==> config.mk <==
export PLATFORM = sky130hd
export DESIGN_NAME = cmt8_timer
export DESIGN_NICKNAME = d
export VERILOG_FILES = /design/src/rtl/cmt_pkg.sv /design/src/rtl/cmt_counter.sv /design/src/rtl/cmt_flags.sv /design/src/rtl/cmt_pin.sv /design/src/rtl/cmt8_timer.sv
export SDC_FILE = /design/constraint.sdc
export NUM_CORES = 1
export LEC_CHECK = 0
export BUFFER_PORTS_ARGS = -buffer_cell sky130_fd_sc_hd__clkbuf_2
export CORE_AREA = 5 5 127 69
export DETAILED_ROUTE_END_ITERATION = 10
export DIE_AREA = 0 0 132 74
export PLACE_DENSITY = 0.61
export SYNTH_ARGS = -nofsm -noshare
export SYNTH_HDL_FRONTEND = slang
export SYNTH_SLANG_ARGS = --single-unit
==> constraint.sdc <==
create_clock -name clk -period 6.72 [get_ports clk]
set_clock_uncertainty 0.15 [all_clocks]
set_input_delay 0.336 -clock clk [delete_from_list [all_inputs] [get_ports clk]]
set_output_delay 0.336 -clock clk [all_outputs]
set_load 0.02 [all_outputs]
==> src/rtl/cmt_pkg.sv <==
package cmt_pkg;
  // register addresses
  localparam int ADR_CNT  = 0;
  localparam int ADR_CMPA = 1;
  localparam int ADR_CMPB = 2;
  localparam int ADR_CSR  = 3;
  localparam int ADR_IEN  = 4;

  // flag indices inside the flag vector
  localparam int FL_A   = 0;
  localparam int FL_B   = 1;
  localparam int FL_OVF = 2;
  localparam int NFLAG  = 3;

  // status register bit positions (software-visible layout)
  localparam int CSR_FB  = 7;
  localparam int CSR_FA  = 6;
  localparam int CSR_FO  = 5;
  localparam int CSR_CIE = 4;

  typedef enum logic [1:0] {
    PIN_KEEP = 2'b00,
    PIN_LOW  = 2'b01,
    PIN_HIGH = 2'b10,
    PIN_TOG  = 2'b11
  } pin_sel_e;
endpackage

==> src/rtl/cmt_counter.sv <==
module cmt_counter #(
  parameter int CW   = 8,
  parameter int NCMP = 2
) (
  input  logic            clk,
  input  logic            rst,
  input  logic            en_i,
  input  logic            ld_cnt_i,
  input  logic [NCMP-1:0] ld_cmp_i,
  input  logic [CW-1:0]   wval_i,
  output logic [CW-1:0]   cnt_o,
  output logic [CW-1:0]   cmp_o [NCMP],
  output logic [NCMP-1:0] hit_o,
  output logic            wrap_o
);
  localparam logic [CW-1:0] TOP = '1;

  logic [CW-1:0] cnt_q;
  logic [CW-1:0] cnt_nxt;
  logic          step;

  assign step    = en_i & ~ld_cnt_i;
  assign cnt_nxt = cnt_q + CW'(step);
  assign wrap_o  = step & (cnt_q == TOP);
  assign cnt_o   = cnt_q;

  always_ff @(posedge clk) begin
    if (rst)           cnt_q <= '0;
    else if (ld_cnt_i) cnt_q <= wval_i;
    else               cnt_q <= cnt_nxt;
  end

  for (genvar i = 0; i < NCMP; i++) begin : g_cmp
    logic [CW-1:0] cmp_q;
    always_ff @(posedge clk) begin
      if (rst)              cmp_q <= TOP;
      else if (ld_cmp_i[i]) cmp_q <= wval_i;
    end
    assign cmp_o[i] = cmp_q;
    assign hit_o[i] = step & (cnt_nxt == cmp_q);
  end

  AST_CNT_STEP: assert property (@(posedge clk) disable iff (rst)
    (en_i && !ld_cnt_i) |=> (cnt_q == $past(cnt_q) + CW'(1)));
  AST_CNT_HOLD: assert property (@(posedge clk) disable iff (rst)
    (!en_i && !ld_cnt_i) |=> $stable(cnt_q));
  AST_WRAP_ZERO: assert property (@(posedge clk) disable iff (rst)
    wrap_o |=> (cnt_q == '0));
endmodule

==> src/rtl/cmt_flags.sv <==
module cmt_flags #(
  parameter int NF = 3
) (
  input  logic          clk,
  input  logic          rst,
  input  logic [NF-1:0] set_i,
  input  logic [NF-1:0] ack_i,
  input  logic          rd_csr_i,
  input  logic          wr_csr_i,
  input  logic [NF-1:0] wbit_i,
  output logic [NF-1:0] flag_o,
  output logic [NF-1:0] flag_d_o
);
  for (genvar i = 0; i < NF; i++) begin : g_flag
    logic flag_q;
    logic arm_q;
    logic clr;
    logic nxt;

    assign clr = (wr_csr_i & ~wbit_i[i] & arm_q) | ack_i[i];
    // a set event outranks any clear in the same cycle
    assign nxt = set_i[i] | (flag_q & ~clr);

    always_ff @(posedge clk) begin
      if (rst) begin
        flag_q <= 1'b0;
        arm_q  <= 1'b0;
      end else begin
        flag_q <= nxt;
        if (!nxt || wr_csr_i)      arm_q <= 1'b0;
        else if (rd_csr_i && flag_q) arm_q <= 1'b1;
      end
    end

    assign flag_o[i]   = flag_q;
    assign flag_d_o[i] = nxt;

    AST_SET_WINS: assert property (@(posedge clk) disable iff (rst)
      set_i[i] |=> flag_q);
    AST_NO_WRITE_SET: assert property (@(posedge clk) disable iff (rst)
      (!flag_q && !set_i[i]) |=> !flag_q);
    AST_UNARMED_KEEP: assert property (@(posedge clk) disable iff (rst)
      (flag_q && !arm_q && !ack_i[i]) |=> flag_q);
  end
endmodule

==> src/rtl/cmt_pin.sv <==
module cmt_pin
  import cmt_pkg::*;
(
  input  logic       clk,
  input  logic       rst,
  input  logic       hit_i,
  input  logic [1:0] sel_i,
  output logic       pin_o
);
  logic pin_q;
  logic pin_nxt;

  always_comb begin
    pin_nxt = pin_q;
    if (hit_i) begin
      unique case (pin_sel_e'(sel_i))
        PIN_KEEP: pin_nxt = pin_q;
        PIN_LOW:  pin_nxt = 1'b0;
        PIN_HIGH: pin_nxt = 1'b1;
        PIN_TOG:  pin_nxt = ~pin_q;
        default:  pin_nxt = pin_q;
      endcase
    end
  end

  always_ff @(posedge clk) begin
    if (rst) pin_q <= 1'b0;
    else     pin_q <= pin_nxt;
  end

  assign pin_o = pin_q;

  AST_PIN_HOLD: assert property (@(posedge clk) disable iff (rst)
    !hit_i |=> $stable(pin_o));
  AST_PIN_LOW: assert property (@(posedge clk) disable iff (rst)
    (hit_i && sel_i == 2'b01) |=> !pin_o);
  AST_PIN_TOG: assert property (@(posedge clk) disable iff (rst)
    (hit_i && sel_i == 2'b11) |=> (pin_o != $past(pin_o)));
endmodule

==> src/rtl/cmt8_timer.sv <==
module cmt8_timer
  import cmt_pkg::*;
#(
  parameter int DW = 8,
  parameter int AW = 3
) (
  input  logic          clk,
  input  logic          rst,
  input  logic [AW-1:0] bus_addr,
  input  logic          bus_wr,
  input  logic          bus_rd,
  input  logic [DW-1:0] bus_wdata,
  output logic [DW-1:0] bus_rdata,
  input  logic          cnt_en,
  input  logic          xfer_ack_a,
  input  logic          xfer_ack_b,
  input  logic          cap_flag,
  output logic          tmr_out,
  output logic          irq_cmp_a,
  output logic          irq_cmp_b,
  output logic          irq_ovf,
  output logic          irq_cap
);
  localparam int NCMP = 2;

  // address decode
  logic sel_cnt, sel_ca, sel_cb, sel_csr, sel_ien;
  assign sel_cnt = (bus_addr == AW'(ADR_CNT));
  assign sel_ca  = (bus_addr == AW'(ADR_CMPA));
  assign sel_cb  = (bus_addr == AW'(ADR_CMPB));
  assign sel_csr = (bus_addr == AW'(ADR_CSR));
  assign sel_ien = (bus_addr == AW'(ADR_IEN));

  // counter and compare registers
  logic [DW-1:0]   cnt;
  logic [DW-1:0]   cmp [NCMP];
  logic [NCMP-1:0] hit;
  logic            wrap;

  cmt_counter #(.CW(DW), .NCMP(NCMP)) u_cnt (
    .clk      (clk),
    .rst      (rst),
    .en_i     (cnt_en),
    .ld_cnt_i (bus_wr & sel_cnt),
    .ld_cmp_i ({bus_wr & sel_cb, bus_wr & sel_ca}),
    .wval_i   (bus_wdata),
    .cnt_o    (cnt),
    .cmp_o    (cmp),
    .hit_o    (hit),
    .wrap_o   (wrap)
  );

  // status flags
  logic [NFLAG-1:0] set_v, ack_v, wbit_v, flag, flag_d;
  always_comb begin
    set_v          = '0;
    ack_v          = '0;
    wbit_v         = '0;
    set_v[FL_A]    = hit[0];
    set_v[FL_B]    = hit[1];
    set_v[FL_OVF]  = wrap;
    ack_v[FL_A]    = xfer_ack_a;
    ack_v[FL_B]    = xfer_ack_b;
    wbit_v[FL_A]   = bus_wdata[CSR_FA];
    wbit_v[FL_B]   = bus_wdata[CSR_FB];
    wbit_v[FL_OVF] = bus_wdata[CSR_FO];
  end

  cmt_flags #(.NF(NFLAG)) u_flags (
    .clk      (clk),
    .rst      (rst),
    .set_i    (set_v),
    .ack_i    (ack_v),
    .rd_csr_i (bus_rd & sel_csr),
    .wr_csr_i (bus_wr & sel_csr),
    .wbit_i   (wbit_v),
    .flag_o   (flag),
    .flag_d_o (flag_d)
  );

  // control fields
  logic [1:0]       osel_q;
  logic             cie_q, cie_d;
  logic [NFLAG-1:0] ien_q, ien_d;

  assign cie_d = (bus_wr && sel_csr) ? bus_wdata[CSR_CIE] : cie_q;
  assign ien_d = (bus_wr && sel_ien) ? bus_wdata[NFLAG-1:0] : ien_q;

  always_ff @(posedge clk) begin
    if (rst) begin
      osel_q <= 2'b00;
      cie_q  <= 1'b0;
      ien_q  <= '0;
    end else begin
      if (bus_wr && sel_csr) osel_q <= bus_wdata[1:0];
      cie_q <= cie_d;
      ien_q <= ien_d;
    end
  end

  // waveform output
  cmt_pin u_pin (
    .clk   (clk),
    .rst   (rst),
    .hit_i (hit[0]),
    .sel_i (osel_q),
    .pin_o (tmr_out)
  );

  // registered interrupt requests, aligned with the flag edge
  always_ff @(posedge clk) begin
    if (rst) begin
      irq_cmp_a <= 1'b0;
      irq_cmp_b <= 1'b0;
      irq_ovf   <= 1'b0;
      irq_cap   <= 1'b0;
    end else begin
      irq_cmp_a <= flag_d[FL_A]   & ien_d[FL_A];
      irq_cmp_b <= flag_d[FL_B]   & ien_d[FL_B];
      irq_ovf   <= flag_d[FL_OVF] & ien_d[FL_OVF];
      irq_cap   <= cap_flag & cie_d;
    end
  end

  // registered read port
  logic [DW-1:0] rd_mux;
  always_comb begin
    rd_mux = '0;
    if (sel_cnt)      rd_mux = cnt;
    else if (sel_ca)  rd_mux = cmp[0];
    else if (sel_cb)  rd_mux = cmp[1];
    else if (sel_csr) rd_mux = DW'({flag[FL_B], flag[FL_A], flag[FL_OVF], cie_q, 2'b00, osel_q});
    else if (sel_ien) rd_mux = DW'(ien_q);
  end

  always_ff @(posedge clk) begin
    if (rst)         bus_rdata <= '0;
    else if (bus_rd) bus_rdata <= rd_mux;
  end

  AST_RDATA_HOLD: assert property (@(posedge clk) disable iff (rst)
    !bus_rd |=> $stable(bus_rdata));
  AST_CAP_GATE: assert property (@(posedge clk) disable iff (rst)
    !cap_flag |=> !irq_cap);
  AST_IRQ_A_FLAG: assert property (@(posedge clk) disable iff (rst)
    (hit[0] && ien_d[FL_A]) |=> irq_cmp_a);
endmodule

== Word level (Yosys, flattened, before mapping) ==
Cells that the tools add are included.

* Output and inout bits: 13
* Memories: 0
* Bits in writable memories: 0
* Register bits after elaboration: 49
* Word-level logic and storage cells: 91
* Latch bits: 0
* Memory bits (read-only): 0

* Bitwise gates (word level): 36
* Shift-type cells: 0
* $mul: 0
* Divide/modulo/power cells: 0
* Equality and inequality tests: 10
* Reductions and logical operators: 17
* Add/sub/neg operators: 1
* $lt $le $gt $ge: 0
* Mux-type cells: 9

{| class="wikitable"
|+ Operator list
! cell !! number
|-
| 2-to-1 mux 8 bit || 5
|-
| AND 1 bit || 22
|-
| equality test 8 bit || 2
|-
| NOT 1 bit || 9
|-
| adder 8 x 1 -> 8 bit || 1
|-
| equality test 8 bit (second input constant) || 1
|-
| equality test 3 x 2 -> 1 bit (second input constant) || 2
|-
| 2-to-1 mux 3 bit || 2
|-
| OR reduction 2 bit || 3
|-
| logical AND 1 bit || 5
|-
| OR 1 bit || 5
|-
| equality test 2 bit (second input constant) || 2
|-
| equality test 3 x 1 -> 1 bit (second input constant) || 1
|-
| equality test 3 bit (second input constant) || 1
|-
| logical NOT 1 bit || 3
|-
| logical NOT 3 bit || 1
|-
| logical OR 1 bit || 3
|-
| case mux 1 bit (3 select lines) || 1
|-
| equality test 2 x 1 -> 1 bit (second input constant) || 1
|-
| logical NOT 2 bit || 1
|-
| AND reduction 2 bit || 1
|-
| 2-to-1 mux 1 bit || 1
|}

== Depth between registers and ports, before layout ==
* Depth in word-level cells: 11
* Mapped depth: 11
* Gate-level depth less buffers: 10

== By module ==
A second synthesis with hierarchy kept.

* Cell total of the unflattened synthesis: 286
* Area total of the unflattened synthesis: 2572.5 um^2

{| class="wikitable"
|+ Modules (own cells, without submodules)
! module !! cells each !! area each (um^2) !! instances
|-
| cmt_counter || 148 || 1315.0 || 1
|-
| cmt8_timer || 101 || 937.1 || 1
|-
| cmt_flags || 33 || 274.0 || 1
|-
| cmt_pin || 4 || 46.3 || 1
|}

== Least setup slack after synthesis ==
OpenSTA, ideal clock, no wires.

* Path type: input to register
* From: input bus_addr[1]
* To: register u_flags.g_flag[0].arm_q
* Arrival: 2607 ps
* Slack: 3875 ps
* Setup time: 88 ps
* Stages on the path: 10
* Cell sequence: or4b_1 -> buf_2 -> nand2_1 -> inv_2 -> ha_1 -> and3_1 -> o32a_1 -> nor4_2 -> a31oi_1 -> nor4_2

* Cells in the longest elaborated chain, start to end: 11

{| class="wikitable"
|+ RTL lines
! what !! line !! RTL
|-
| from (decl) || cmt8_timer.sv:9 || <nowiki>input logic [AW-1:0] bus_addr,</nowiki>
|-
| logical NOT 3 bit / equality test 3 x 2 -> 1 bit (equally long branches) || cmt8_timer.sv:28, cmt8_timer.sv:31 ||
|-
| AND 1 bit (on tied branches) || cmt8_timer.sv:44, cmt8_timer.sv:75 ||
|-
| NOT 1 bit / AND 1 bit (equally long branches) || cmt_counter.sv:22, cmt_flags.sv:20 ||
|-
| AND 1 bit (on tied branches) || cmt_counter.sv:22, cmt_flags.sv:20 ||
|-
| adder 8 x 1 -> 8 bit / OR 1 bit (equally long branches) || cmt_counter.sv:23, cmt_flags.sv:20 ||
|-
| equality test 8 bit / NOT 1 bit (equally long branches) || cmt_counter.sv:40, cmt_flags.sv:22 ||
|-
| AND 1 bit (on tied branches) || cmt_counter.sv:40, cmt_flags.sv:22 ||
|-
| OR 1 bit || cmt_flags.sv:22 || <nowiki>assign nxt = set_i[i] | (flag_q & ~clr);</nowiki>
|-
| logical NOT 1 bit || cmt_flags.sv:30 || <nowiki>if (!nxt || wr_csr_i) arm_q <= 1'b0;</nowiki>
|-
| logical OR 1 bit || cmt_flags.sv:30 ||
|-
| OR reduction 2 bit (no source line) || n/a ||
|-
| to (signal assigned) || cmt_flags.sv:27 || <nowiki>arm_q <= 1'b0;</nowiki>
|-
| to (signal assigned) || cmt_flags.sv:30 ||
|-
| to (signal assigned) || cmt_flags.sv:31 || <nowiki>else if (rd_csr_i && flag_q) arm_q <= 1'b1;</nowiki>
|-
| to (decl) || cmt_flags.sv:16 || <nowiki>logic arm_q;</nowiki>
|}

Several ways; a longest one is shown, not always the timed one.
A chain may end at the register's enable or synchronous reset.

== Worst setup path after layout ==
* From: input bus_addr[0]
* To: register u_flags.g_flag[0].arm_q

The elaborated chain is that of the path after synthesis.

==> results.toml <==
[synthesis]
ys_seq_area_share_pct = 38.4
ys_warn_count = 0
async_reset_ff_share_pct = 0
synth_ff_type = "dfxtp_1"
syn_area_per_cell_um2 = 8.40
syn_inst = 304
syn_area_um2 = 2550
synth-edff-count = 0
synth-seq-cells = 49
synth_nets = 325
synth_cell_types = 45

[worst_setup_path]
r2r_cells = 7
r2r_start = "u_cnt.cnt_o[0]"
criticalPathCategory = "in -> reg"
arrival_ps = 3600
r2r_slack_ps = 4270
worstPathRequired_ps = 6780
cp_cell_sequence = "clkbuf_2, or4b_1, nand2_1, inv_2, ha_1, and3_1, o32a_1, nor4_2, a31oi_1, nor4_2"
cp_max_fo = 20
worst-path-buf-inv = 2
worst_path_max_delay_cell = "or4b_1"
critPathMaxStageDelay_ps = 890
startpoint_type = "input port"
cp-end-kind = "flip-flop"
crit_family = "simple AND/OR/NAND/NOR gates"
cpMostUsedCell = "nor4_2"
r2r_end = "u_flags.g_flag[0].arm_q"

[route]
wl_per_cell_um = 17.9
remaining_drc_errors = 0
vias = 2309
drtIter0Drc = 237
viasPerCell = 5.47
drtAntennaViolNets = 0
first_pass_iters = 4
wl_um = 7560

[min_path]
hold_end = "irq_cap"
min_path_type = "in -> reg"
holdCritStartpoint = "cap_flag"
hold_path_depth = 2

[global_routing]
grt-ovfl-total = 0
grt_pass1_wl_um = 11900
grt_pass1_vias = 2093
track_usage_pct = 16.0
antenna_found_initial = 0
grt_max_degree = 49

[job]
cap_violations = 0

[die]
die_x_um = 132
start_util_pct = 33.5
die_area_um2 = 9770
design.core.area_um2 = 7630
rows = 23
die_y_um = 74
pin_count = 32

[timing]
finalCriticalPeriod_ps = 3540
rsz0062_at_grt = "no"
setup_tns_ps = 0
setup_ws_ps = 3180
setup_viol = 0
hold_viol = 0
tightest_slew_ps = 936
slew_viol_final = 0
fin_crit_sh_pct = 52.7
max_slew_margin_pct = 37.6
timing.fmax_mhz = 282

[layout]
layout-drive-gt1-share_pct = 15.2
syn_to_final_growth_pct = 14.1
fillers = 797
fin_area_um2 = 2910
mostFrequentLayoutCell = "nand2_1"
nNetsFinal = 343
final_cell_mix = "nand2_1 (54), dfxtp_1 (49), clkbuf_2 (31)"
antenna_cells = 0

[cts]
postCtsSetupRepairBufs = 0
tritoncts = "done"
hold_buffers = 0
clockBufferDepth = 2
h-tree-depth = 2
cts_buffers = 5
clock-sinks = 49
insertion_delay_ps = 290
root_buffer = "clkbuf_16"
post_cts_resize_count = 0
clk_pin_slew_ps = 70

[power_and_ir_drop]
leakagePower_uw = 0.00115
peakVddDrop_uv = 99.0
cellPowerDensity_nw_per_um2 = 232

[placement]
postPlaceCellArea_um2 = 2750
hpwl_um = 5720
gp_congestion = 0.896
portBuffers = 31
pre_cts_slack_ps = 2900

[status]
outcome = "finished clean"
==> layout make-up <==
type	instances	area (um2)	share of cell area (%)
Sequential cell	49	981	33.7
Timing Repair Buffer	31	155	5.33
Tap cell	100	125	4.30
Clock inverter	2	35.0	1.20
Multi-Input combinational cell	233	1480	50.9
Clock buffer	5	125	4.30
Inverter	2	7.51	0.258
==> metal layers <==
| layer | GRT usage (%) | vias to the layer above | share of wire, % |
|---|---|---|---|
| met3 | 6.28 | 5 | 10 |
| met5 | 0 | - | 0 |
| met1 | 24.7 | 1119 | 52 |
| met4 | 3.08 | 0 | 0.53 |
| li1 | - | 1097 | - |
| met2 | 20.3 | 88 | 37 |
==> report_power, final <==
group	leakage [uW]	switching (uW)	total, uW	internal [uW]
clock network	0.0000797	108	281	173
logic	0.000667	48.3	81.7	33.4
registers	0.000399	13.2	314	300
total	0.00115	169	676	507
==> flip-flops by register name (all words and copies together) (netlist names) <==
| signal | cells |
|---|---|
| u_cnt.g_cmp.cmp_q | 16 |
| bus_rdata | 8 |
| u_cnt.cnt_o | 8 |
| ien_q | 3 |
| u_flags.g_flag.arm_q | 3 |
| u_flags.g_flag.flag_q | 3 |
| osel_q | 2 |
| cie_q | 1 |
| irq_cap | 1 |
| irq_cmp_a | 1 |
| irq_cmp_b | 1 |
| irq_ovf | 1 |
| u_pin.pin_o | 1 |
==> logic make-up (layout without fill, tap and decap cells) <==
family | after synthesis | after routing | share of synthesized area (%)
fa+ha+maj | 2 | 2 | 0.980
buf+inv | 22 | 40 | 3.48
mux | 16 | 16 | 6.47
flops | 49 | 49 | 38.4
compound gates | 50 | 50 | 13.8
simple gates | 143 | 143 | 28.5
xor+xnor | 22 | 22 | 8.38
==> cells in the mapped netlist, drive strengths merged, types with 7 or more instances <==
library cell  number  area [um2]
nand2             54         203
dfxtp             49         981
nor2              29         109
nand3b            20         150
clkbuf            14        52.6
xnor2             13         114
a21oi             12        60.1
mux2i             12         120
a211oi             9        67.6
xor2               8        77.6
nor3               7        35.0
o21ai              7        35.0
==> per-stage QoR <==
stage / cells / utilization [%] / power, uW / hold WS, ps
after global placement: 415 / 36.1 / 399 / 326
after detailed placement: 415 / 36.1 / 400 / 330
final: 422 / 38.2 / 676 / 86.9
after global routing: 422 / 38.2 / 701 / 91.9
after CTS: 422 / 38.2 / 678 / 85.5
after floorplan: 304 / - / 374 / 295
==> worst max-delay path by stage <==
stage                      from  slack [ps]  cells past startpoint                        to
finish              bus_addr[0]        3180                     10   u_flags.g_flag[0].arm_q
global placement    bus_addr[0]        3020                     10   u_flags.g_flag[0].arm_q
CTS                 bus_addr[0]        3200                     10   u_flags.g_flag[0].arm_q
detailed placement  bus_addr[0]        2900                     10   u_flags.g_flag[0].arm_q
global route        bus_addr[0]        2990                     11  u_flags.g_flag[1].flag_q
floorplan           bus_addr[1]        3880                     10   u_flags.g_flag[0].arm_q
Note: power is estimated with default switching activity, not from simulation.
